### src/rtl/vic_pkg.sv
package vic_pkg;
  localparam int NUM_VEC = 5;
  localparam int VEC_W = $clog2(NUM_VEC);
  localparam logic [7:0] OPT_ADDR = 8'hC8;
  localparam int LES_BIT = 6;
  localparam int POL_BIT = 5;
  localparam int GEN_BIT = 4;

  localparam int PER_N = 6;
  localparam int PER_TMR = 0;
  localparam int PER_ADC = 1;
  localparam int PER_OVF = 2;
  localparam int PER_CMP = 3;
  localparam int PER_CAP = 4;
  localparam int PER_SPI = 5;

  typedef struct packed {
    logic optLoad;
    logic clrNmi;
    logic clrExtA;
    logic clrExtB;
  } vicStrobe_t;

  typedef struct packed {
    logic levelA;
    logic riseB;
    logic gen;
  } vicOpt_t;
endpackage

### src/rtl/vic_sync.sv
module vic_sync #(
  parameter int W = 1
) (
  input  logic         clk,
  input  logic         rstN,
  input  logic [W-1:0] din,
  output logic [W-1:0] syncQ,
  output logic [W-1:0] histQ
);
  logic [W-1:0] stage1;

  always_ff @(posedge clk or negedge rstN) begin
    if (!rstN) begin
      stage1 <= '1;
      syncQ  <= '1;
      histQ  <= '1;
    end else begin
      stage1 <= din;
      syncQ  <= stage1;
      histQ  <= syncQ;
    end
  end
endmodule

### src/rtl/vic_datapath.sv
module vic_datapath
  import vic_pkg::*;
#(
  parameter int NA = 4,
  parameter int NB = 4
) (
  input  logic               clk,
  input  logic               rstN,
  input  vicStrobe_t         stb,
  input  logic [7:0]         busWdata,
  input  logic               nmiN,
  input  logic [NA-1:0]      extAPin,
  input  logic [NA-1:0]      extAEn,
  input  logic [NB-1:0]      extBPin,
  input  logic [NB-1:0]      extBEn,
  input  logic [PER_N-1:0]   perFlag,
  input  logic [PER_N-1:0]   perEn,
  output vicOpt_t            opt,
  output logic [NUM_VEC-1:0] rawReq
);
  localparam int SW = NA + NB + 1;

  logic [SW-1:0] pinSync, pinHist;
  logic [NA-1:0] aSync, aHist;
  logic [NB-1:0] bSync, bHist;
  logic nmiSync, nmiHist;

  vic_sync #(.W(SW)) uSync (
    .clk(clk), .rstN(rstN),
    .din({nmiN, extBPin, extAPin}),
    .syncQ(pinSync), .histQ(pinHist)
  );

  assign aSync   = pinSync[NA-1:0];
  assign aHist   = pinHist[NA-1:0];
  assign bSync   = pinSync[NA+NB-1:NA];
  assign bHist   = pinHist[NA+NB-1:NA];
  assign nmiSync = pinSync[SW-1];
  assign nmiHist = pinHist[SW-1];

  // group activity now and one cycle earlier
  logic aNow, aPrev, bNow, bPrev;
  assign aNow  = |(~aSync & extAEn);
  assign aPrev = |(~aHist & extAEn);
  assign bNow  = |((opt.riseB ? bSync : ~bSync) & extBEn);
  assign bPrev = |((opt.riseB ? bHist : ~bHist) & extBEn);

  logic edgeA, edgeB, edgeNmi;
  assign edgeA   = aNow & ~aPrev & ~opt.levelA;
  assign edgeB   = bNow & ~bPrev;
  assign edgeNmi = ~nmiSync & nmiHist;

  logic pendNmi, pendA, pendB;

  always_ff @(posedge clk or negedge rstN) begin
    if (!rstN) begin
      opt <= '0;
    end else if (stb.optLoad) begin
      opt.levelA <= busWdata[LES_BIT];
      opt.riseB  <= busWdata[POL_BIT];
      opt.gen    <= busWdata[GEN_BIT];
    end
  end

  // a new edge wins over a same-cycle acknowledge
  always_ff @(posedge clk or negedge rstN) begin
    if (!rstN) begin
      pendNmi <= 1'b0;
      pendA   <= 1'b0;
      pendB   <= 1'b0;
    end else begin
      if (edgeNmi)          pendNmi <= 1'b1;
      else if (stb.clrNmi)  pendNmi <= 1'b0;
      if (edgeA)            pendA   <= 1'b1;
      else if (stb.clrExtA) pendA   <= 1'b0;
      if (edgeB)            pendB   <= 1'b1;
      else if (stb.clrExtB) pendB   <= 1'b0;
    end
  end

  logic [PER_N-1:0] perHit;
  assign perHit = perFlag & perEn;

  assign rawReq[0] = pendNmi;
  assign rawReq[1] = opt.gen & (opt.levelA ? aNow : pendA);
  assign rawReq[2] = opt.gen & (pendB | perHit[PER_SPI]);
  assign rawReq[3] = opt.gen & (perHit[PER_OVF] | perHit[PER_CMP] | perHit[PER_CAP]);
  assign rawReq[4] = opt.gen & (perHit[PER_TMR] | perHit[PER_ADC]);
endmodule

### src/rtl/vic_control.sv
module vic_control
  import vic_pkg::*;
(
  input  logic               busWe,
  input  logic               busBitOp,
  input  logic [7:0]         busAddr,
  input  logic [NUM_VEC-1:0] ack,
  input  logic [NUM_VEC-1:0] rawReq,
  input  logic               gen,
  input  logic               sleep,
  output vicStrobe_t         stb,
  output logic               irqReq,
  output logic [VEC_W-1:0]   irqVec,
  output logic               wake
);
  always_comb begin
    stb.optLoad = busWe & ~busBitOp & (busAddr == OPT_ADDR);
    stb.clrNmi  = ack[0];
    stb.clrExtA = ack[1];
    stb.clrExtB = ack[2];
  end

  // scan from the lowest priority up so the lowest index is left
  always_comb begin
    irqReq = 1'b0;
    irqVec = '0;
    for (int i = NUM_VEC - 1; i >= 0; i--) begin
      if (rawReq[i]) begin
        irqReq = 1'b1;
        irqVec = VEC_W'(i);
      end
    end
  end

  assign wake = sleep & gen & (|rawReq);
endmodule

### src/rtl/vec_irq_ctrl.sv
module vec_irq_ctrl
  import vic_pkg::*;
#(
  parameter int NA = 4,
  parameter int NB = 4
) (
  input  logic               clk,
  input  logic               rstN,
  input  logic               busWe,
  input  logic               busBitOp,
  input  logic [7:0]         busAddr,
  input  logic [7:0]         busWdata,
  input  logic               nmiN,
  input  logic [NA-1:0]      extAPin,
  input  logic [NA-1:0]      extAEn,
  input  logic [NB-1:0]      extBPin,
  input  logic [NB-1:0]      extBEn,
  input  logic               tmrZero,
  input  logic               tmrZeroEn,
  input  logic               adcDone,
  input  logic               adcDoneEn,
  input  logic               arOvf,
  input  logic               arOvfEn,
  input  logic               arCmp,
  input  logic               arCmpEn,
  input  logic               arCap,
  input  logic               arCapEn,
  input  logic               spiDone,
  input  logic               spiDoneEn,
  input  logic [NUM_VEC-1:0] ack,
  input  logic               sleep,
  output logic               irqReq,
  output logic [VEC_W-1:0]   irqVec,
  output logic               wake
);
  vicStrobe_t stb;
  vicOpt_t opt;
  logic [NUM_VEC-1:0] rawReq;
  logic [PER_N-1:0] perFlag, perEn;
  logic optLes, optPol, optGen;

  always_comb begin
    perFlag = '0;
    perEn   = '0;
    perFlag[PER_TMR] = tmrZero;  perEn[PER_TMR] = tmrZeroEn;
    perFlag[PER_ADC] = adcDone;  perEn[PER_ADC] = adcDoneEn;
    perFlag[PER_OVF] = arOvf;    perEn[PER_OVF] = arOvfEn;
    perFlag[PER_CMP] = arCmp;    perEn[PER_CMP] = arCmpEn;
    perFlag[PER_CAP] = arCap;    perEn[PER_CAP] = arCapEn;
    perFlag[PER_SPI] = spiDone;  perEn[PER_SPI] = spiDoneEn;
  end

  assign optLes = opt.levelA;
  assign optPol = opt.riseB;
  assign optGen = opt.gen;

  vic_datapath #(.NA(NA), .NB(NB)) uDp (
    .clk(clk), .rstN(rstN), .stb(stb), .busWdata(busWdata),
    .nmiN(nmiN), .extAPin(extAPin), .extAEn(extAEn),
    .extBPin(extBPin), .extBEn(extBEn),
    .perFlag(perFlag), .perEn(perEn),
    .opt(opt), .rawReq(rawReq)
  );

  vic_control uCtl (
    .busWe(busWe), .busBitOp(busBitOp), .busAddr(busAddr),
    .ack(ack), .rawReq(rawReq), .gen(optGen), .sleep(sleep),
    .stb(stb), .irqReq(irqReq), .irqVec(irqVec), .wake(wake)
  );
endmodule

### config.mk
export PLATFORM = sky130hd
export DESIGN_NAME = vec_irq_ctrl
export DESIGN_NICKNAME = d
export VERILOG_FILES = /design/src/rtl/vic_pkg.sv /design/src/rtl/vic_sync.sv /design/src/rtl/vic_datapath.sv /design/src/rtl/vic_control.sv /design/src/rtl/vec_irq_ctrl.sv
export SDC_FILE = /design/constraint.sdc
export NUM_CORES = 1
export LEC_CHECK = 0
export ABC_CLOCK_PERIOD_IN_PS = 1450
export BUFFER_PORTS_ARGS = -buffer_cell sky130_fd_sc_hd__clkbuf_2
export CORE_MARGIN = 4
export CORE_UTILIZATION = 44
export DETAILED_ROUTE_END_ITERATION = 6
export PLACE_DENSITY = 0.84
export SLEW_MARGIN = 0
export SYNTH_ARGS = -nofsm -noshare
export SYNTH_HDL_FRONTEND = slang
export SYNTH_SLANG_ARGS = --single-unit
export TNS_END_PERCENT = 50
### constraint.sdc
create_clock -name clk -period 1.45 [get_ports clk]
set_clock_uncertainty 0.15 [all_clocks]
set_input_delay 0.0725 -clock clk [delete_from_list [all_inputs] [get_ports clk]]
set_output_delay 0.0725 -clock clk [all_outputs]
set_load 0.05 [all_outputs]
=== Word-level counts from Yosys, hierarchy flattened ===
Cells that the tools add are included.

* Multiplexer cells: 19
* Add/subtract/negate cells: 0
* Shift operators: 0
* Bitwise logic cells: 30
* Reduce and logical (&&, ||, !) cells: 8
* Multipliers: 0
* Divide/modulo/power cells: 0
* Equality and inequality tests: 1
* $lt $le $gt $ge: 0

{| class="wikitable"
|+ Operators with widths
! kind !! count
|-
| 4-bit bitwise AND || 4
|-
| 4-bit NOT || 4
|-
| 4-bit OR reduction || 4
|-
| 3-bit 2-to-1 mux || 5
|-
| 1-bit bitwise AND || 12
|-
| 1-bit 2-to-1 mux || 12
|-
| 8-bit equality test (second input constant) || 1
|-
| 4-bit 2-to-1 mux || 2
|-
| 6-bit bitwise AND || 1
|-
| 2-bit nonzero test || 3
|-
| 1-bit NOT || 5
|-
| 5-bit OR reduction || 1
|-
| 1-bit bitwise OR || 4
|}

* Memories: 0
* Output and inout bits: 5
* Input port bits: 55
* Bits in registers: 33
* ROM bits: 0
* Bits in latches: 0
* Bits in writable memories: 0

=== Depth between registers and ports, before layout ===
Gate-level depths: netlist of run 1.

* Depth in word-level cells: 8
* Depth in mapped cells: 4
* Mapped depth without buffers: 4

=== Modules after synthesis ===
A second synthesis of run 1 with hierarchy kept.

* Cell total of the unflattened synthesis: 95
* Area, all modules: 1271.2 µm²

{| class="wikitable"
|+ Modules (own cells, without submodules)
! module !! area each (µm²) !! seq. area each (µm²) !! times used !! cells each
|-
| vic_sync || 709.4 || 709.4 || 1 || 27
|-
| vic_datapath || 454.2 || 150.1 || 1 || 51
|-
| vic_control || 107.6 || 0.0 || 1 || 17
|}

=== Worst setup path after synthesis of run 1 ===
No wires, ideal clock.

* Path type: register -> output
* Start point: reg uDp.uSync.syncQ[0]
* End point: out irqVec[1]
* Stages on the path, launching flop included: 5
* Buffers on the path: 0
* Data arrival time: 2.174 ns
* Path slack: -0.946 ns
* Required time: 1.228 ns
* Cells stage by stage: dfstp_2 > nand2b_1 > o2111ai_1 > mux2i_1 > nor3b_1

* Longest elaborated chain between the ends: 7

{| class="wikitable"
|+ RTL lines
! item !! line !! text
|-
| start: declaration || vic_sync.sv:7 || <nowiki>output logic [W-1:0] syncQ,</nowiki>
|-
| start signal: assignment || vic_sync.sv:19 || <nowiki>syncQ <= stage1;</nowiki>
|-
| 4-bit NOT || vic_datapath.sv:43 || <nowiki>assign aNow = |(~aSync & extAEn);</nowiki>
|-
| 4-bit bitwise AND || vic_datapath.sv:43 ||
|-
| 4-bit OR reduction || vic_datapath.sv:43 ||
|-
| 1-bit 2-to-1 mux || vic_datapath.sv:85 || <nowiki>assign rawReq[1] = opt.gen & (opt.levelA ? aNow : pendA);</nowiki>
|-
| 1-bit bitwise AND || vic_datapath.sv:85 ||
|-
| 3-bit 2-to-1 mux (2 in a row) || vic_control.sv:28 || <nowiki>if (rawReq[i]) begin</nowiki>
|-
| end: declaration || vec_irq_ctrl.sv:33 || <nowiki>output logic [VEC_W-1:0] irqVec,</nowiki>
|}

Every way passes these cells.

=== Final worst setup path of run 1 ===
* Start point: reg uDp.uSync.syncQ[2]
* End point: out wake

* Longest elaborated chain between the ends: 7

{| class="wikitable"
|+ RTL lines
! item !! line !! text
|-
| 4-bit NOT || vic_datapath.sv:43 ||
|-
| 4-bit bitwise AND || vic_datapath.sv:43 ||
|-
| 4-bit OR reduction || vic_datapath.sv:43 ||
|-
| 1-bit 2-to-1 mux || vic_datapath.sv:85 ||
|-
| 1-bit bitwise AND || vic_datapath.sv:85 ||
|-
| 5-bit OR reduction || vic_control.sv:35 || <nowiki>assign wake = sleep & gen & (|rawReq);</nowiki>
|-
| 1-bit bitwise AND || vic_control.sv:35 ||
|-
| end: declaration || vec_irq_ctrl.sv:34 || <nowiki>output logic wake</nowiki>
|}

Every way passes these cells.

==> out/metrics.csv, run 1 <==
metric,value,unit
total grt overflow,0,
CTS tree,built,
Peak VDD IR,1.00,mV
post-placement cell count,175,
CTS clock-pin slew for the worst setup and hold paths,0.09,ns
"commonest non-fill, non-tap cells in the layout","47 x clkbuf_2, 27 x dfstp_2, 20 x dlygate4sd3_1",
Vias,986,
Syn Inst Count,89,
Layout area overhead,57.0,%
FMAX,0.514,GHz
crit-path cells,"nand2b_4, o2111ai_4, mux2i_4, buf_4, a31oi_1, clkbuf_8",
Seq cells post-synth,33,
All-Layer GR Usage,14.9,%
"Setup violations, final",5,
"most common cell after layout, fill and taps aside",clkbuf_2,
distinct cell type count after synthesis,24,
RSZ-0062 raised after global routing,true,
critical path data required time,1.23,ns
H-tree depth,2,
Max-Cap Viols,0,
core area,2730,um^2
Worst-Skew Late Latency,0.31,ns
Worst-Margin Slew,0.729,ns
DR DRC count,0,
DRT Pass-1 Iters,4,
CTS sink count,33,
Via-to-Cell Ratio,4.83,
initial DRC count,32,
Diodes inserted,0,
Slew Limit Fails,0,
Die Span Y,61.1,um
Finished Layout Cells,204,
Compound-Gate Fraction of Synth Area,11.3,%
ys async rst share,100,%
RD Place Congestion,0.762,
crit path max fanout,4,
post-synthesis xor/xnor area fraction,0,%
Final Hold Fails,0,
main combinational cell family by area after synthesis,simple AND/OR/NAND/NOR gates,
vias in the first global route,1043,
largest net degree at the start of global routing,34,
row count,19,
WL/cell,12.4,um
Boundary Pins,60,
Mapped Area,1240,um^2
worst hold path class,input pin to register,
first-pass GRT wire length,4020,um
Worst setup EP type,output port,
CP Launch Type,register,
Die Wd,61.1,um
Post-synth EDFFs,0,
Antenna Nets Post-Route,0,
critical path's slowest cell,dfstp_2,
Synth Area per Inst,14.0,um^2
failing checks,setup timing,
Worst Slack Setup Final,-0.494,ns
status,"complete, but fails checks",
DIE AREA,3740,um^2
cell area power density,920,nW/um^2
critical setup path kind,register to output port,
port buffer count,52,
setup tns final,-2.39,ns
post-synthesis simple-gate area fraction,13.3,%
# nets final,228,
pre-CTS WS,-0.313,ns
Critical Path AT,1.72,ns
relative slew slack,51.4,%
final cycle utilization of the critical path,134,%
register area share after synthesis,69.2,%
synthesized-area fraction occupied by adder cells,0,%
P_leak,0.928,nW
antenna violations before repair,0,
syn_nets,144,
CP max stage delay,0.53,ns
Max Root-Sink Buffers,2,
placed wire-length estimate,1800,um
root buffer cell,clkbuf_4,
WL final,2530,um
starting density of the core,45.4,%
post-synthesis mux area share,3.52,%
Post-synth top flop,dfstp_2,
CTS buffer count,5,
final worst path period need,1.94,ns
Synth Warn #,0,
layout cells sized above 1,57.8,%
[flip-flops by register name (all words and copies together) (netlist names)]
name,flops
uDp.pendB,1
uDp.uSync.syncQ,9
uDp.uSync.stage1,9
uDp.pendA,1
uDp.pendNmi,1
uDp.uSync.histQ,9
uDp.opt,3
[power by group]
| group | switching (W) | total, W | leakage, nW | internal [W] |
|---|---|---|---|---|
| clock network | 0.000253 | 0.000482 | 0.0314 | 0.000229 |
| logic | 0.000119 | 0.000282 | 0.534 | 0.000164 |
| registers | 0.0000284 | 0.00103 | 0.363 | 0.00100 |
[kinds of logic after synthesis]
| group | count (synthesis) |
|---|---|
| compound gates | 20 |
| simple gates | 23 |
| buf+inv | 9 |
| mux | 4 |
| flops | 33 |
[metal layers]
layer,up-vias,global-route usage (%),wire [um],part of all wire [%]
met5,-,0,0,0
met4,0,4.64,17,0.67
met3,4,5.45,253,10
met2,48,27.2,1340,53
met1,449,15.8,924,37
li1,485,-,-,-
[critical path, delay by kind of cell, from the launching register on]
family	cells	cell delay, ns
flops	1	0.53
mux	1	0.20
compound gates	2	0.21
simple gates	1	0.12
buf+inv	2	0.34
[metrics by stage]
stage	area [um^2]	hold WS, ns	total power, W	util [%]
floorplan	1260	-0.373	0.00113	-
global placement	1590	0.00143	0.00124	58.0
detailed placement	1590	0.0114	0.00125	58.0
CTS	1930	0.0105	0.00180	70.7
global route	1950	0.0179	0.00190	71.4
finish	1950	0.0177	0.00179	71.4
[path summary, 6_finish.rpt]
kind	startpoint	endpoint	slack, ns	depth (start not counted)
max	uDp.uSync.syncQ[2]	wake	-0.49	6
min	busBitOp	uDp.opt[2]	0.02	4
max reg2reg	uDp.uSync.syncQ[2]	uDp.pendA	0.07	5
min reg2reg	uDp.uSync.stage1[3]	uDp.uSync.syncQ[3]	0.20	0
max in group asynchronous	rstN	uDp.pendNmi	0.50	2
min in group asynchronous	rstN	uDp.pendA	0.19	2
[synth_stat cells (2+ instances only)]
library cell,count,area share [%]
a21oi_1,5,2.0
a22oi_1,5,3.0
a31oi_1,2,1.0
and2_1,2,1.0
dfrtp_1,6,12
dfstp_2,27,57
inv_1,9,2.7
mux2_1,3,2.7
nand2_1,3,0.91
nand2b_1,8,4.0
nor2_1,2,0.60
nor2b_1,2,1.0
o2111ai_1,4,2.8
[final cells by class]
cell class / count / area (um^2)
multi-input combinational: 47 / 419
sequential: 33 / 860
inverter: 9 / 33.8
clock buffer: 7 / 55.1
tap: 31 / 38.8
timing repair buffer: 77 / 544
fill: 186 / 783
[what timing repair did]
item	CTS	global route
resized for setup	15	4
setup endpoints to repair	5	5
buffers inserted	1	1
pin swaps	1	1
endpoints found under the hold margin	21	0
hold buffers	20	0
cloned	0	0
Power figures use the tool's default switching activity.
==> inputs of run 2 (changes only) <==
- ABC_CLOCK_PERIOD_IN_PS: 1450 -> 1600
- CORE_UTILIZATION: 44 -> 40
- PLACE_DENSITY: 0.84 -> 0.8
- SYNTH_HIERARCHICAL: default -> 1
- clock period: 1.45 -> 1.6 ns (I/O delays scaled with it)
==> run 2 against run 1 <==
Net effect:
- the run still ends with setup timing left
- via count up 2.4%
- clock-buffer cell count unchanged
- combinational power down 20%
- clock power down 6.8%
==> out/metrics.csv, run 2 <==
metric,value,unit,change
status,"complete, but fails checks",,
failing checks,setup timing,,
starting density of the core,41.6,%,-3.8 points
Synth Warn #,6,,+6
Worst-Skew Late Latency,0.32,ns,about the same
synth cell count leaders,"27 x dfstp_2, 11 x inv_1, 9 x nand2b_1, 6 x dfrtp_1, 5 x a22oi_1",,
core area,3050,um^2,+12%
vias in the first global route,1095,,+5.0%
DRT Pass-1 Iters,4,,unchanged
Final Util,64.2,%,-7.2 points
post-synth top area share,55.8,%,-1.3 points
H-tree depth,2,,unchanged
Post-synth EDFFs,0,,unchanged
Worst-Margin Slew,0.733,ns,+0.00415 ns
Final Hold Fails,0,,unchanged
All-Layer GR Usage,14.0,%,-0.82 points
Yosys top cell by area,dfstp_2,,
placed wire-length estimate,1970,um,+9.0%
Critical Path AT,1.99,ns,+0.27 ns
Layout area overhead,54.1,%,
row count,20,,+1
"most common cell after layout, fill and taps aside",clkbuf_2,,
# nets final,231,,+1.3%
"commonest non-fill, non-tap cells in the layout","47 x clkbuf_2, 27 x dfstp_2, 19 x dlygate4sd3_1",,
worst hold path class,input pin to register,,
P_leak,0.904,nW,-2.6%
CTS clock-pin slew for the worst setup and hold paths,0.09,ns,about the same
critical path data required time,1.37,ns,+0.14 ns
antenna violations before repair,0,,unchanged
Fillers,237,,+27%
register area,860,um^2,unchanged
Mapped Area,1270,um^2,+2.3%
Max-Cap Viols,0,,unchanged
dpl cell area,1660,um^2,+4.5%
ys async rst share,100,%,unchanged
root buffer cell,clkbuf_4,,
syn_nets,150,,+4.2%
RSZ-0062 raised after global routing,true,,
RD Place Congestion,0.700,,-8.0%
port buffer count,52,,unchanged
layout cells sized above 1,58.5,%,+0.72 points
Vias,1010,,+2.4%
final cycle utilization of the critical path,139,%,
Slew Limit Fails,0,,unchanged
first-pass GRT wire length,4420,um,+10%
register area share after synthesis,67.6,%,-1.6 points
CTS buffer count,5,,unchanged
initial DRC count,25,,-22%
WL/cell,12.1,um,-2.4%
CP Launch Type,register,,
Worst setup EP type,output port,,
largest net degree at the start of global routing,34,,unchanged
total grt overflow,0,,unchanged
Peak VDD IR,0.557,mV,-44%
post-route cell area,1960,um^2,+0.45%
Worst Slack Setup Final,-0.618,ns,-0.125 ns
distinct cell type count after synthesis,24,,unchanged
area of the multi-input gates,380,um^2,-9.3%
CTS tree,built,,
Synth area leaders,"dfstp_2 56%, dfrtp_1 12%, nand2b_1 4.4%, inv_1 3.2%, a22oi_1 3.0%",,
DR DRC count,0,,unchanged
crit path max fanout,2,,-2
Via-to-Cell Ratio,4.59,,-5.0%
Boundary Pins,60,,unchanged
FMAX,0.451,GHz,
most common cell in the netlist,dfstp_2,,
CTS sink count,33,,unchanged
final worst path period need,2.22,ns,
Hold Slack,0.0420,ns,+0.0243 ns
relative slew slack,51.1,%,-0.28 points
DIE AREA,4140,um^2,+11%
WL final,2660,um,+5.2%
Syn Inst Count,95,,+6.7%
cell area power density,820,nW/um^2,-11%
Die Wd,64.4,um,+5.3%
"Setup violations, final",5,,unchanged
leading registers by flop count,"uDp/uSync/histQ: 9 flops, uDp/uSync/stage1: 9 flops, uDp/uSync/syncQ: 9 flops",,
Seq cells post-synth,33,,unchanged
Max Root-Sink Buffers,2,,unchanged
critical setup path kind,register to output port,,
Die Span Y,64.4,um,+5.3%
Antenna Nets Post-Route,0,,unchanged
Post-synth top flop,dfstp_2,,
Synth Area per Inst,13.4,um^2,-4.1%
Diodes inserted,0,,unchanged
run 2: changes by cell type in the layout (fill, tap and decap cells not counted), moves of 2 or more:
cell,change
nand2b_1,+4
nor2b_1,+2
a21oi_1,-3
inv_1,+2
mux2_2,+3
and2_1,-2
mux2_1,-3
clkbuf_8,-3
nor4b_1,+2
o22ai_1,+2
nand2b_4,-3
buf_4,+2
a21oi_2,+2
run 2: path summary, 6_finish.rpt:
path	from	to	slack (ns)	depth (start not counted)
worst max-delay path	uDp/uSync/syncQ[1]	irqReq	-0.62	8
worst min-delay path	extBEn[0]	uDp/pendB	0.04	4
worst max register to register	uDp/uSync/syncQ[1]	uDp/pendA	0.27	4
worst min register to register	uDp/uSync/stage1[3]	uDp/uSync/syncQ[3]	0.21	0
max in group asynchronous	rstN	uDp/pendA	0.63	2
min in group asynchronous	rstN	uDp/pendB	0.21	2
run 2: logic make-up after synthesis:
| family | count (synthesis) | share of synthesized area (%) |
|---|---|---|
| and+or+nand+nor | 25 | 12.3 |
| AOI/OAI and AO/OA | 19 | 11.8 |
| DFF | 33 | 67.6 |
| buffers and inverters | 15 | 5.61 |
| muxes | 3 | 2.66 |
run 2: timing repair:
action                     in CTS  in global routing
hold endpoints to repair       21                  0
gates resized for setup         9                  3
gates cloned                    0                  0
setup endpoints to repair       5                  5
pin swaps                       3                  0
setup buffers                   1                  0
hold buffers                   19                  0
run 2: metal layers:
metal	up-vias	GRT usage [%]	wire, um
li1	493	-	-
met1	464	12.1	902
met2	47	27.2	1440
met3	6	4.92	270
met4	0	7.92	52
met5	-	0	0
run 2: stage by stage:
| step | instances | power (W) | TNS (ns) | worst slack [ns] |
|---|---|---|---|---|
| floorplan | 95 | 0.00103 | -0.861 | -0.264 |
| global placement | 193 | 0.00112 | -1.44 | -0.370 |
| detailed placement | 193 | 0.00113 | -1.54 | -0.405 |
| CTS | 220 | 0.00163 | -2.90 | -0.657 |
| global route | 220 | 0.00170 | -3.39 | -0.754 |
| finish | 220 | 0.00161 | -2.76 | -0.618 |
run 2: critical path, stage by stage, from the launching register on:
cell and delay, ns:
dfstp_2 0.53, nand2b_1 0.09, o2111a_1 0.22, nand2_1 0.07
o211a_4 0.15, nor4_4 0.23, buf_4 0.17, nand2_2 0.06
buf_8 0.15
run 2: power breakdown:
group          switching (W)  internal (W)  leakage (nW)  total (W)
clock               0.000242      0.000207        0.0314   0.000449
sequential         0.0000252      0.000908         0.363   0.000933
combinational      0.0000932      0.000133         0.510   0.000226
run 2: layout make-up:
| class | count | share of cell area (%) |
|---|---|---|
| repair buffers | 78 | 29.0 |
| flip-flops and latches | 33 | 43.9 |
| well taps | 44 | 2.81 |
| inverters | 11 | 2.11 |
| multi-input cells | 47 | 19.4 |
| clock buffers | 7 | 2.81 |
==> inputs of run 3 (changes only) <==
- MAX_ROUTING_LAYER: default -> met4
==> run 3 against run 2 <==
Net effect:
- the flow still finishes with violations (setup timing)
- setup slack got worse by 0.00065 ns
- clock power barely moved
- utilization did not move
- critical path depth did not move
- hold slack got worse by 0.0020 ns
- routed wire length barely moved
- combinational power barely moved
- die area did not move
- power barely moved
- critical endpoint unchanged
- largest cell class unchanged
- largest power group unchanged
==> out/metrics.csv, run 3 (synthesized netlist as in run 2, its figures left out) <==
metric,value,unit,change
RSZ-0062 raised after global routing,true,,
Worst-Skew Late Latency,0.32,ns,about the same
Slew Limit Fails,0,,unchanged
Worst setup EP type,output port,,
worst hold path class,input pin to register,,
critical setup path kind,register to output port,,
WL final,2660,um,about the same
CTS tree,built,,
Layout area overhead,54.1,%,unchanged
Hold Slack,0.0399,ns,-0.00205 ns
RD Place Congestion,0.708,,+1.1%
CP Launch Type,register,,
port buffer count,52,,unchanged
starting density of the core,41.6,%,unchanged
"Setup violations, final",5,,unchanged
final cycle utilization of the critical path,139,%,about the same
area of the multi-input gates,380,um^2,unchanged
CTS sink count,33,,unchanged
status,"complete, but fails checks",,
row count,20,,unchanged
Final Hold Fails,0,,unchanged
Fillers,237,,unchanged
Die Span Y,64.4,um,unchanged
failing checks,setup timing,,
"commonest non-fill, non-tap cells in the layout","47 x clkbuf_2, 27 x dfstp_2, 19 x dlygate4sd3_1",,
Max Root-Sink Buffers,2,,unchanged
first-pass GRT wire length,4420,um,unchanged
post-placement cell count,193,,unchanged
pre-CTS WS,-0.405,ns,unchanged
Antenna Nets Post-Route,0,,unchanged
DR DRC count,0,,unchanged
Critical Path AT,1.99,ns,about the same
H-tree depth,2,,unchanged
Diodes inserted,0,,unchanged
All-Layer GR Usage,14.4,%,+0.39 points
CTS buffer count,5,,unchanged
placed wire-length estimate,1970,um,unchanged
register area,860,um^2,unchanged
DRT Pass-1 Iters,4,,unchanged
Peak VDD IR,0.556,mV,about the same
critical path data required time,1.37,ns,about the same
Max-Cap Viols,0,,unchanged
# nets final,231,,unchanged
DIE AREA,4140,um^2,unchanged
final worst path period need,2.22,ns,+0.000651 ns
setup tns final,-2.76,ns,-0.00325 ns
layout cells sized above 1,58.5,%,unchanged
Boundary Pins,60,,unchanged
relative slew slack,51.2,%,+0.10 points
vias in the first global route,1095,,unchanged
core area,3050,um^2,unchanged
Vias,1009,,-0.099%
Worst Slack Setup Final,-0.619,ns,-0.000651 ns
FMAX,0.451,GHz,about the same
cell area power density,821,nW/um^2,about the same
total grt overflow,0,,unchanged
"most common cell after layout, fill and taps aside",clkbuf_2,,
CTS clock-pin slew for the worst setup and hold paths,0.09,ns,about the same
antenna violations before repair,0,,unchanged
initial DRC count,25,,unchanged
Die Wd,64.4,um,unchanged
Finished Layout Cells,220,,unchanged
WL/cell,12.1,um,about the same
crit path max fanout,2,,unchanged
Via-to-Cell Ratio,4.59,,about the same
P_leak,0.904,nW,unchanged
Worst-Margin Slew,0.731,ns,-0.00152 ns
register-to-register path setup slack,0.27,ns,about the same
root buffer cell,clkbuf_4,,
leading registers by flop count,"uDp/uSync/histQ: 9 flops, uDp/uSync/stage1: 9 flops, uDp/uSync/syncQ: 9 flops",,
largest net degree at the start of global routing,34,,unchanged
==> run 3: final timing paths <==
kind,from,endpoint,cells past startpoint
min in group asynchronous,rstN,uDp/pendB,2
min reg2reg,uDp/uSync/stage1[3],uDp/uSync/syncQ[3],0
max in group asynchronous,rstN,uDp/pendA,2
max reg2reg,uDp/uSync/syncQ[1],uDp/pendA,4
max,uDp/uSync/syncQ[1],irqReq,8
min,extBEn[3],uDp/pendB,4
==> run 3: timing repair <==
action                                 in CTS  in global routing
hold buffers                               19                  0
resized for setup                           9                  3
buffers inserted                            1                  0
setup endpoints to repair                   5                  5
pin swaps                                   3                  0
endpoints found under the hold margin      21                  0
==> run 3: routing by layer <==
layer | up-vias | track usage [%] | wire length [um] | part of all wire [%]
met5 | - | - | 0 | 0
met4 | 0 | 7.92 | 52 | 2.0
met3 | 7 | 4.75 | 262 | 9.8
met2 | 45 | 27.2 | 1440 | 54
met1 | 464 | 12.3 | 911 | 34
li1 | 493 | - | - | -
==> run 3: per-stage QoR <==
step                      area (um^2)  utilization (%)  power [W]
after floorplan                  1310                -    0.00103
after global placement           1660             54.3    0.00112
after detailed placement         1660             54.3    0.00113
after CTS                        1960             64.1    0.00163
after global routing             1960             64.2    0.00170
final                            1960             64.2    0.00161
==> run 3: layout make-up <==
type | count | share of cell area, %
inverter | 11 | 2.11
sequential | 33 | 43.9
multi-input combinational | 47 | 19.4
timing repair buffer | 78 | 29.0
clock buffer | 7 | 2.81
tap | 44 | 2.81
==> run 3: critical path, cell delays in order, from the launching register on <==
cell      delay (ns)
dfstp_2         0.53
nand2b_1        0.09
o2111a_1        0.22
nand2_1         0.07
o211a_4         0.15
nor4_4          0.23
buf_4           0.17
nand2_2         0.06
buf_8           0.15
==> run 3: power breakdown <==
| group | total (W) | switching (W) | internal (W) |
|---|---|---|---|
| registers | 0.000933 | 0.0000251 | 0.000908 |
| clock network | 0.000450 | 0.000242 | 0.000207 |
| logic | 0.000226 | 0.0000932 | 0.000133 |
| total | 0.00161 | 0.000361 | 0.00125 |
